## src/rtl/brc_pkg.sv

```systemverilog
// brc_pkg: shared encodings for the early branch resolution controller.
// Assumes a single PC mux with three inputs in the fetch stage.
package brc_pkg;

    // PC mux select values, decoded by the fetch stage.
    typedef enum logic [1:0] {
        PCSEL_SEQ    = 2'd0,
        PCSEL_BRANCH = 2'd1,
        PCSEL_JUMP   = 2'd2
    } pcsel_e;

    // Where a decode-stage comparator operand comes from.
    typedef enum logic [1:0] {
        SRC_REGFILE = 2'd0,
        SRC_FWD_MEM = 2'd1,
        SRC_WAIT    = 2'd2
    } opnd_src_e;

endpackage

```

## src/rtl/brc_fwd_unit.sv

```systemverilog
// brc_fwd_unit: picks the value of one comparator operand.
// A writer in execute makes the operand wait; this covers ALU and load alike.
// A load in memory also makes it wait. An ALU result in memory is forwarded.
// Register 0 is hard-wired to zero and never tracked.
// Assumes the register file writes before it reads, so writeback needs no bypass.
module brc_fwd_unit #(
    parameter int XLEN   = 32,
    parameter int RIDX_W = 5
) (
    input  logic              clk,
    input  logic              rst_n,
    input  logic              use_op,
    input  logic [RIDX_W-1:0] idx,
    input  logic [XLEN-1:0]   rf_val,
    input  logic              ex_wr,
    input  logic [RIDX_W-1:0] ex_rd,
    input  logic              mem_wr,
    input  logic              mem_ld,
    input  logic [RIDX_W-1:0] mem_rd,
    input  logic [XLEN-1:0]   mem_val,
    output logic [XLEN-1:0]   op_val,
    output logic              op_wait
);
    import brc_pkg::*;

    localparam logic [RIDX_W-1:0] ZERO_REG = '0;

    opnd_src_e src;

    // Source choice: the younger producer in execute wins over memory.
    always_comb begin
        src = SRC_REGFILE;
        if (use_op && idx != ZERO_REG) begin
            if (ex_wr && ex_rd == idx) begin
                src = SRC_WAIT;
            end else if (mem_wr && mem_rd == idx) begin
                src = mem_ld ? SRC_WAIT : SRC_FWD_MEM;
            end
        end
    end

    // Operand value and wait flag driven from the chosen source.
    assign op_val  = (src == SRC_FWD_MEM) ? mem_val : rf_val;
    assign op_wait = (src == SRC_WAIT);

    AST_R0_UNTRACKED: assert property (@(posedge clk) disable iff (!rst_n)
        (idx == ZERO_REG) |-> (!op_wait && op_val == rf_val));

    AST_MEM_ALU_FORWARDED: assert property (@(posedge clk) disable iff (!rst_n)
        (use_op && idx != ZERO_REG && !(ex_wr && ex_rd == idx) && mem_wr && !mem_ld
         && mem_rd == idx) |-> (!op_wait && op_val == mem_val));

    AST_MEM_LOAD_WAITS: assert property (@(posedge clk) disable iff (!rst_n)
        (use_op && idx != ZERO_REG && mem_wr && mem_ld && mem_rd == idx) |-> op_wait);

endmodule

```

## src/rtl/brc_cond_eval.sv

```systemverilog
// brc_cond_eval: decode-stage equality comparator and target adders.
// Branch offsets count words and are signed. The jump keeps the top PC bits.
module brc_cond_eval #(
    parameter int XLEN   = 32,
    parameter int OFF_W  = 16,
    parameter int JIDX_W = 26
) (
    input  logic [XLEN-1:0]   pc_plus4,
    input  logic [OFF_W-1:0]  offset,
    input  logic [JIDX_W-1:0] jidx,
    input  logic [XLEN-1:0]   op_a,
    input  logic [XLEN-1:0]   op_b,
    output logic              ops_equal,
    output logic [XLEN-1:0]   br_target,
    output logic [XLEN-1:0]   j_target
);
    localparam int WORD_SH = 2;
    localparam int SEXT_W  = XLEN - OFF_W - WORD_SH;
    localparam int HI_W    = XLEN - JIDX_W - WORD_SH;

    logic [XLEN-1:0] byte_off;

    // Scale the signed word offset to a byte displacement.
    assign byte_off = {{SEXT_W{offset[OFF_W-1]}}, offset, {WORD_SH{1'b0}}};

    // Comparator and both candidate targets.
    assign ops_equal = (op_a == op_b);
    assign br_target = pc_plus4 + byte_off;
    assign j_target  = {pc_plus4[XLEN-1 -: HI_W], jidx, {WORD_SH{1'b0}}};

endmodule

```

## src/rtl/brc_ctrl.sv

```systemverilog
// brc_ctrl: turns the decode-stage outcome into front-end control.
// A stall outranks a redirect. A redirect and a flush appear only in the
// resolving cycle. Delay-slot mode never flushes. Assumes at most one of the
// three opcode flags is set.
module brc_ctrl #(
    parameter int XLEN = 32
) (
    input  logic            clk,
    input  logic            rst_n,
    input  logic            mode_ds,
    input  logic            is_beq,
    input  logic            is_bne,
    input  logic            is_jump,
    input  logic            ops_equal,
    input  logic            wait_any,
    input  logic [XLEN-1:0] br_target,
    input  logic [XLEN-1:0] j_target,
    output logic [1:0]      pc_sel,
    output logic [XLEN-1:0] redirect_pc,
    output logic            pc_we,
    output logic            ifid_we,
    output logic            ifid_flush,
    output logic            idex_bubble
);
    import brc_pkg::*;

    logic   is_cond;
    logic   hold;
    logic   cond_taken;
    pcsel_e sel;

    // Classify the decoding instruction and decide whether it must wait.
    assign is_cond    = is_beq | is_bne;
    assign hold       = is_cond & wait_any;
    assign cond_taken = (is_beq & ops_equal) | (is_bne & ~ops_equal);

    // PC mux choice with stall priority over any redirect.
    always_comb begin
        sel = PCSEL_SEQ;
        if (!hold) begin
            if (is_jump && !is_cond) begin
                sel = PCSEL_JUMP;
            end else if (is_cond && cond_taken) begin
                sel = PCSEL_BRANCH;
            end
        end
    end

    // Drive the front-end controls from the choice.
    assign pc_sel      = sel;
    assign redirect_pc = (sel == PCSEL_JUMP) ? j_target : br_target;
    assign pc_we       = ~hold;
    assign ifid_we     = ~hold;
    assign ifid_flush  = (sel != PCSEL_SEQ) & ~mode_ds;
    assign idex_bubble = hold;

    AST_STALL_OUTRANKS_REDIRECT: assert property (@(posedge clk) disable iff (!rst_n)
        idex_bubble |-> (pc_sel == PCSEL_SEQ && !ifid_flush && !pc_we));

    AST_DS_KEEPS_SLOT: assert property (@(posedge clk) disable iff (!rst_n)
        mode_ds |-> !ifid_flush);

    AST_PNT_SQUASHES: assert property (@(posedge clk) disable iff (!rst_n)
        (!mode_ds && pc_sel != PCSEL_SEQ) |-> ifid_flush);

    AST_JUMP_UNSTALLED: assert property (@(posedge clk) disable iff (!rst_n)
        (is_jump && !is_cond) |-> (pc_sel == PCSEL_JUMP && pc_we));

    AST_IDLE_FLOWS: assert property (@(posedge clk) disable iff (!rst_n)
        !(is_cond || is_jump) |-> (pc_we && ifid_we && pc_sel == PCSEL_SEQ
                                   && !ifid_flush && !idex_bubble));

endmodule

```

## src/rtl/branch_resolve_ctrl.sv

```systemverilog
// branch_resolve_ctrl: early branch resolution controller (top).
// One forwarding unit per comparator operand (generated), the comparator and
// target logic, and the control decision. Purely combinational; clk and rst_n
// only clock the embedded checks.
module branch_resolve_ctrl #(
    parameter int XLEN   = 32,
    parameter int RIDX_W = 5,
    parameter int OFF_W  = 16,
    parameter int JIDX_W = 26
) (
    input  logic              clk,
    input  logic              rst_n,
    input  logic              mode_delay_slot,
    input  logic              id_is_beq,
    input  logic              id_is_bne,
    input  logic              id_is_jump,
    input  logic [XLEN-1:0]   id_pc_plus4,
    input  logic [OFF_W-1:0]  id_offset,
    input  logic [JIDX_W-1:0] id_jump_index,
    input  logic [RIDX_W-1:0] id_rs,
    input  logic [RIDX_W-1:0] id_rt,
    input  logic [XLEN-1:0]   id_rs_val,
    input  logic [XLEN-1:0]   id_rt_val,
    input  logic              ex_wr_en,
    input  logic [RIDX_W-1:0] ex_rd,
    input  logic              mem_wr_en,
    input  logic              mem_is_load,
    input  logic [RIDX_W-1:0] mem_rd,
    input  logic [XLEN-1:0]   mem_result,
    output logic [1:0]        pc_sel,
    output logic [XLEN-1:0]   redirect_pc,
    output logic              pc_we,
    output logic              ifid_we,
    output logic              ifid_flush,
    output logic              idex_bubble
);
    localparam int NUM_OPS = 2;

    logic [RIDX_W-1:0] op_idx [NUM_OPS];
    logic [XLEN-1:0]   op_rf  [NUM_OPS];
    logic [XLEN-1:0]   op_val [NUM_OPS];
    logic [NUM_OPS-1:0] op_wait;
    logic              uses_ops;
    logic              eq_w;
    logic [XLEN-1:0]   br_tgt_w;
    logic [XLEN-1:0]   j_tgt_w;

    // Gather the operand fields and tell whether the comparator is needed.
    assign op_idx[0] = id_rs;
    assign op_idx[1] = id_rt;
    assign op_rf[0]  = id_rs_val;
    assign op_rf[1]  = id_rt_val;
    assign uses_ops  = id_is_beq | id_is_bne;

    for (genvar g = 0; g < NUM_OPS; g++) begin : g_op
        brc_fwd_unit #(.XLEN(XLEN), .RIDX_W(RIDX_W)) fwd_i (
            .clk     (clk),
            .rst_n   (rst_n),
            .use_op  (uses_ops),
            .idx     (op_idx[g]),
            .rf_val  (op_rf[g]),
            .ex_wr   (ex_wr_en),
            .ex_rd   (ex_rd),
            .mem_wr  (mem_wr_en),
            .mem_ld  (mem_is_load),
            .mem_rd  (mem_rd),
            .mem_val (mem_result),
            .op_val  (op_val[g]),
            .op_wait (op_wait[g])
        );
    end

    brc_cond_eval #(.XLEN(XLEN), .OFF_W(OFF_W), .JIDX_W(JIDX_W)) eval_i (
        .pc_plus4  (id_pc_plus4),
        .offset    (id_offset),
        .jidx      (id_jump_index),
        .op_a      (op_val[0]),
        .op_b      (op_val[1]),
        .ops_equal (eq_w),
        .br_target (br_tgt_w),
        .j_target  (j_tgt_w)
    );

    brc_ctrl #(.XLEN(XLEN)) ctrl_i (
        .clk         (clk),
        .rst_n       (rst_n),
        .mode_ds     (mode_delay_slot),
        .is_beq      (id_is_beq),
        .is_bne      (id_is_bne),
        .is_jump     (id_is_jump),
        .ops_equal   (eq_w),
        .wait_any    (|op_wait),
        .br_target   (br_tgt_w),
        .j_target    (j_tgt_w),
        .pc_sel      (pc_sel),
        .redirect_pc (redirect_pc),
        .pc_we       (pc_we),
        .ifid_we     (ifid_we),
        .ifid_flush  (ifid_flush),
        .idex_bubble (idex_bubble)
    );

    AST_EX_PRODUCER_STALLS: assert property (@(posedge clk) disable iff (!rst_n)
        (uses_ops && ex_wr_en && ((id_rs == ex_rd && id_rs != '0) ||
                                  (id_rt == ex_rd && id_rt != '0))) |-> idex_bubble);

    AST_BRANCH_TARGET: assert property (@(posedge clk) disable iff (!rst_n)
        (pc_sel == 2'd1) |-> (redirect_pc - id_pc_plus4
                              == XLEN'($signed(id_offset)) * 4));

endmodule

```

## config.mk

```make
export PLATFORM = sky130hd
export DESIGN_NAME = branch_resolve_ctrl
export DESIGN_NICKNAME = d
export VERILOG_FILES = /design/src/rtl/brc_pkg.sv /design/src/rtl/brc_fwd_unit.sv /design/src/rtl/brc_cond_eval.sv /design/src/rtl/brc_ctrl.sv /design/src/rtl/branch_resolve_ctrl.sv
export SDC_FILE = /design/constraint.sdc
export NUM_CORES = 1
export LEC_CHECK = 0
export ABC_AREA = 1
export BUFFER_PORTS_ARGS = -buffer_cell sky130_fd_sc_hd__buf_2
export CAP_MARGIN = 20
export CORE_MARGIN = 2
export CORE_UTILIZATION = 40
export DETAILED_ROUTE_END_ITERATION = 16
export PLACE_DENSITY = 0.8
export SLEW_MARGIN = 20
export SYNTH_ARGS = -nofsm -noshare
export SYNTH_HDL_FRONTEND = slang
export SYNTH_SLANG_ARGS = --single-unit
export TNS_END_PERCENT = 1
```

## constraint.sdc

```tcl
create_clock -name vclk -period 4.82
set_input_delay 1.205 -clock vclk [all_inputs]
set_output_delay 1.205 -clock vclk [all_outputs]
set_load 0.01 [all_outputs]
```

==> results of run 1 <==
per-layer routing:
layer | GRT usage (%) | vias up
li1 | - | 3868
met1 | 30.91 | 3206
met2 | 40.31 | 269
met3 | 1.255 | 34
met4 | 5.863 | 0
met5 | 0 | -
power by group:
| group | internal [W] | switching (W) | total (W) |
|---|---|---|---|
| clock | 0.0000000000278 | 0 | 0.0000000000278 |
| combinational | 0.000260 | 0.000363 | 0.000623 |
| sequential | 0 | 0 | 0 |
| total | 0.000260 | 0.000363 | 0.000623 |
Yosys cell counts, types with 5 or more instances:
master    count  area (µm²)
a21oi_1      41       205.2
a31oi_1       8       50.05
buf_2        20       100.1
clkbuf_1     24       90.09
ha_1         29       362.9
inv_1       168       630.6
nand2_1     491        1843
nand3_1      25       125.1
nand4_1     101       631.9
nor2_1       58       217.7
o21ai_0      34       170.2
o21ai_1      18       90.09
or2_2        14       87.58
xnor2_1       5       43.79
xor2_1        5       43.79
area by class of cell:
class	count	area (µm²)	share of cell area [%]
multi-input cells	855	4145	63.48
repair buffers	263	1523	23.32
inverters	173	649.4	9.944
well taps	168	210.2	3.219
diodes	1	2.502	0.03832
kinds of logic (layout without fill, tap and decap cells):
logic type | after synthesis | count (layout) | synth area share [%]
buffers and inverters | 221 | 436 | 17.51
adder cells (fa/ha/maj) | 30 | 30 | 7.712
other | 0 | 1 | 0
XOR/XNOR | 10 | 10 | 1.764
AND/OR/NAND/NOR | 701 | 701 | 60.53
AO/OA/AOI/OAI | 114 | 114 | 12.47
per-stage QoR:
stage | setup WS (ns) | TNS [ns] | cell area, µm² | total power [W]
after floorplan | 0.3212 | 0 | 4965 | 0.0003707
after global placement | 0.03998 | 0 | 6391 | 0.0005972
after detailed placement | 0.03104 | 0 | 6391 | 0.0006063
after CTS | 0.02124 | 0 | 6391 | 0.0006093
after global routing | -0.04813 | -0.05247 | 6528 | 0.0007035
final | 0.1111 | 0 | 6530 | 0.0006230
worst paths after layout:
kind             from         endpoint  slack [ns]  cells past startpoint
min   mode_delay_slot       ifid_flush        2.64                      3
max    id_pc_plus4[4]  redirect_pc[23]        0.11                     17
tightest hold or removal path, stage by stage:
cell and delay [ns]:
buf_2 0.07, a21oi_1 0.03, buf_2 0.13
what timing repair did:
action,CTS,global route
endpoints found under the setup margin,0,11
buffers inserted,0,3
gates resized for setup,0,20
==> impl_metrics.yaml, run 1 <==
drt:
  drt.antenna.violating_nets: 0
  wirelength_met1_um: 7305
  routed-via-count: 7377
  wire_per_inst_um: 11.52
  wl_met2_um: 7847
  top_layer_used: "met4"
  met3_length_um: 1216
  drt_iter0_markers: 531
  post_drt_via_cell_ratio: 5.053
  drt_wl_total_um: 16820
  drc_errors: 0
  first_pass_iters: 5
grt:
  grt_antenna_before_repair: 0
  grt_pass1_vias: 6257
  grt.total_usage_pct: 23.03
  grt_max_degree: 54
  grt_pass1_wl_um: 26370
  overflow: 0
sta:
  hold_ws_ns: 2.637
  worstMarginPinSlew_ns: 0.3699
  slew_viol_final: 0
  finalSetupViolCount: 0
  fin_crit_sh_pct: 97.69
  finalHoldViolations: 0
  max_freq_mhz: 212.4
  rsz0062_at_grt: "yes"
  slew_headroom_pct: 75.23
  min_period_ns: 4.709
floorplanning:
  num_rows: 40
  die_area_um2: 13320
  coreArea_um2: 12060
  die_w_um: 115.4
  initial_core_util_pct: 41.16
  pin_count: 237
  chipHeight_um: 115.4
critical_path:
  cp_slowest_cell: "ha_1"
  crit_fanout: 4
  cp_num_buf_inv: 4
  path_cells: "buf_2 -> ha_1 -> a21oi_1 -> o21ai_2 -> a21oi_2 -> o21ai_2 -> a21oi_1 -> inv_1 -> nand2_1 -> nand2_1 -> a21oi_1 -> o21ai_0 -> buf_4 -> xor2_1 -> nand2_1 -> nand2_1 -> buf_2"
  crit_path_start_kind: "input pin"
  cpMostUsedCell: "nand2_1"
  required_ns: 3.62
  crit_family: "compound AO/OA/AOI/OAI gates"
  end_kind: "primary output"
  critPathKind: "in2out"
  slowest_delay_ns: 0.34
  worstPathArrival_ns: 3.50
placed_design:
  gp_congestion: 0.9261
  io_buffers: 235
  post-place-cells: 1454
  post-dp-hpwl_um: 13310
outcome:
  status: "finished clean"
cells_and_area:
  nets: 1522
  design.seq.count: 0
  final_util_pct: 54.14
  final_cells: 1460
  clkbuf_count: 0
  ff_latch_area_um2: 0
  fillers: 1326
  area_delta_synth_final_pct: 31.53
  drive_gt1_share_pct: 23.16
  final_common_cell: "nand2_1"
  final_cell_mix: "nand2_1 (488), buf_2 (234), inv_1 (167)"
synthesis:
  syn_area_per_cell_um2: 4.614
  syn_nets: 1305
  synth_cell_types: 35
  syn_area_um2: 4965
  synthCells: 1076
  synth_warnings: 0
  seq_area_frac_synth_pct: 0
job:
  max_cap_violations: 0
worst_hold_path:
  hp-class: "in2out"
pwr:
  p_leak_nw: 4.231
  worst_ir_drop_vdd_v: 0.00006664
  power_density_nw_per_um2: 95.40
clocking:
  hold_buffers: 0
No activity file was read; power rests on OpenSTA's default activity.
==> run 2, diff against run 1 <==
==> constraint.sdc (replaced) <==
create_clock -name vclk -period 4.82
set_input_delay 0.241 -clock vclk [all_inputs]
set_output_delay 0.241 -clock vclk [all_outputs]
set_load 0.01 [all_outputs]
==> run 2 against run 1 <==
  * Critical path depth did not move
  * Count of clock-buffer cells in the layout stayed put
  * Routed wire length decreased by 3.1%
  * Global-route usage shrank 0.46 points
  * Flip-flop and latch count unchanged
  * Combinational power shrank 4.8%
  * Die area did not move
  * Largest power group unchanged
==> impl_metrics.yaml, run 2 (synthesis results as in run 1) <==
critical_path:
  crit_fanout: 3
  cpMostUsedCell: "nand2_1"
  worstPathArrival_ns: 3.10
  slowest_delay_ns: 0.41
  cp_num_buf_inv: 4
  cp_slowest_cell: "fa_1"
  critPathKind: "in2out"
  crit_family: "compound AO/OA/AOI/OAI gates"
  required_ns: 4.58
  end_kind: "primary output"
  path_cells: "buf_2 -> ha_1 -> inv_1 -> fa_1 -> o21ai_0 -> a21oi_1 -> o21ai_0 -> a21oi_1 -> o21ai_0 -> a21oi_1 -> inv_1 -> nand2_1 -> nand2_1 -> nand2_1 -> nand3_1 -> nand2_1 -> buf_2"
  crit_path_start_kind: "input pin"
drt:
  routed-via-count: 7148
  drc_errors: 0
  wire_per_inst_um: 11.34
  first_pass_iters: 5
  drt_iter0_markers: 528
  drt.antenna.violating_nets: 0
  drt_wl_total_um: 16310
  post_drt_via_cell_ratio: 4.971
floorplanning:
  coreArea_um2: 12060
  pin_count: 237
  die_w_um: 115.4
  num_rows: 40
  chipHeight_um: 115.4
  die_area_um2: 13320
  initial_core_util_pct: 41.16
placed_design:
  place_ws_ns: 1.571
  gp_congestion: 0.9277
  post-dp-hpwl_um: 12830
  io_buffers: 235
pwr:
  p_sw_share_pct: 59.47
  worst_ir_drop_vdd_v: 0.00006405
  power_density_nw_per_um2: 95.67
  p_sw_w: 0.0003525
  internal_power_w: 0.0002402
  combPwrFrac_pct: 100.0
  p_leak_nw: 4.071
  p_clk_share_pct: 0
  p_seq_share_pct: 0
cells_and_area:
  ff_latch_area_um2: 0
  drive_gt1_share_pct: 20.94
  area_delta_synth_final_pct: 24.80
  design.seq.count: 0
  multi_input_area_um2: 4095
  antenna_cells: 0
  clkbuf_count: 0
  final_cell_mix: "nand2_1 (491), buf_2 (235), inv_1 (167)"
  final_common_cell: "nand2_1"
  nets: 1501
  fillers: 1341
grt:
  grt_max_degree: 93
  grt_pass1_vias: 6049
  grt.total_usage_pct: 22.58
  grt_pass1_wl_um: 26080
  overflow: 0
  grt_antenna_before_repair: 0
sta:
  finalHoldViolations: 0
  fin_crit_sh_pct: 69.26
  min_period_ns: 3.339
  finalSetupTns_ns: 0
  worstMarginPinSlew_ns: 0.8940
  max_freq_mhz: 299.5
  fin_ws_ns: 1.482
  rsz0062_at_grt: "no"
  finalSetupViolCount: 0
  slew_headroom_pct: 40.40
  slew_viol_final: 0
job:
  max_cap_violations: 0
worst_hold_path:
  hp-class: "in2out"
  min_from: "mode_delay_slot"
  min_to: "ifid_flush"
  hold_depth: 3
outcome:
  status: "finished clean"
clocking:
  cts_setup_buffers: 0
  hold_buffers: 0
  cts_resized: 0
## run 2: cell types whose count changed in the layout (fill, tap and decap cells not counted), moves of 3 or more
cell | previous run | this run
nand2_2 | 3 | 0
buf_12 | 7 | 1
buf_4 | 16 | 6
o21ai_0 | 31 | 34
nand2_1 | 488 | 491
buf_6 | 3 | 0
a21oi_2 | 4 | 0
a21oi_1 | 37 | 41
## run 2: layout make-up
type / instances / share of cell area, %
Inverter: 173 / 10.48
Timing Repair Buffer: 242 / 20.03
Multi-Input combinational cell: 855 / 66.09
Tap cell: 168 / 3.393
## run 2: worst max-delay path by stage
stage | from | to | slack, ns | depth (start not counted)
after floorplan | id_pc_plus4[2] | redirect_pc[26] | 2.25 | 14
after global placement | id_offset[0] | redirect_pc[26] | 1.60 | 16
after detailed placement | id_offset[0] | redirect_pc[26] | 1.57 | 17
after CTS | id_offset[0] | redirect_pc[26] | 1.56 | 17
after global routing | id_offset[0] | redirect_pc[26] | 1.22 | 17
final | id_offset[0] | redirect_pc[26] | 1.48 | 17
## run 2: metrics by stage
step | util (%) | cell area (µm²) | power (W) | instances | hold slack [ns]
CTS | 51.37 | 6196 | 0.0005897 | 1438 | 0.7120
detailed placement | 51.37 | 6196 | 0.0005866 | 1438 | 0.7116
floorplan | - | 4965 | 0.0003707 | 1076 | 0.5261
finish | 51.37 | 6196 | 0.0005928 | 1438 | 0.7101
global placement | 51.37 | 6196 | 0.0005800 | 1438 | 0.7113
global route | 51.37 | 6196 | 0.0006719 | 1438 | 0.7233
## run 2: metal layers
layer	wire, µm	vias to the layer above	track usage, %
met4	237	0	2.972
met1	7352	3048	31.57
met3	1105	20	0.8368
li1	-	3821	-
met2	7610	259	39.57
met5	0	-	0
## run 2: power by group through the flow
stage	registers (W)	clock network [W]	logic, W
after floorplan	0	0	0.000371
after global placement	0	0	0.000580
after detailed placement	0	0	0.000587
after CTS	0	0	0.000590
after global routing	0	0	0.000672
final	0	0	0.000593
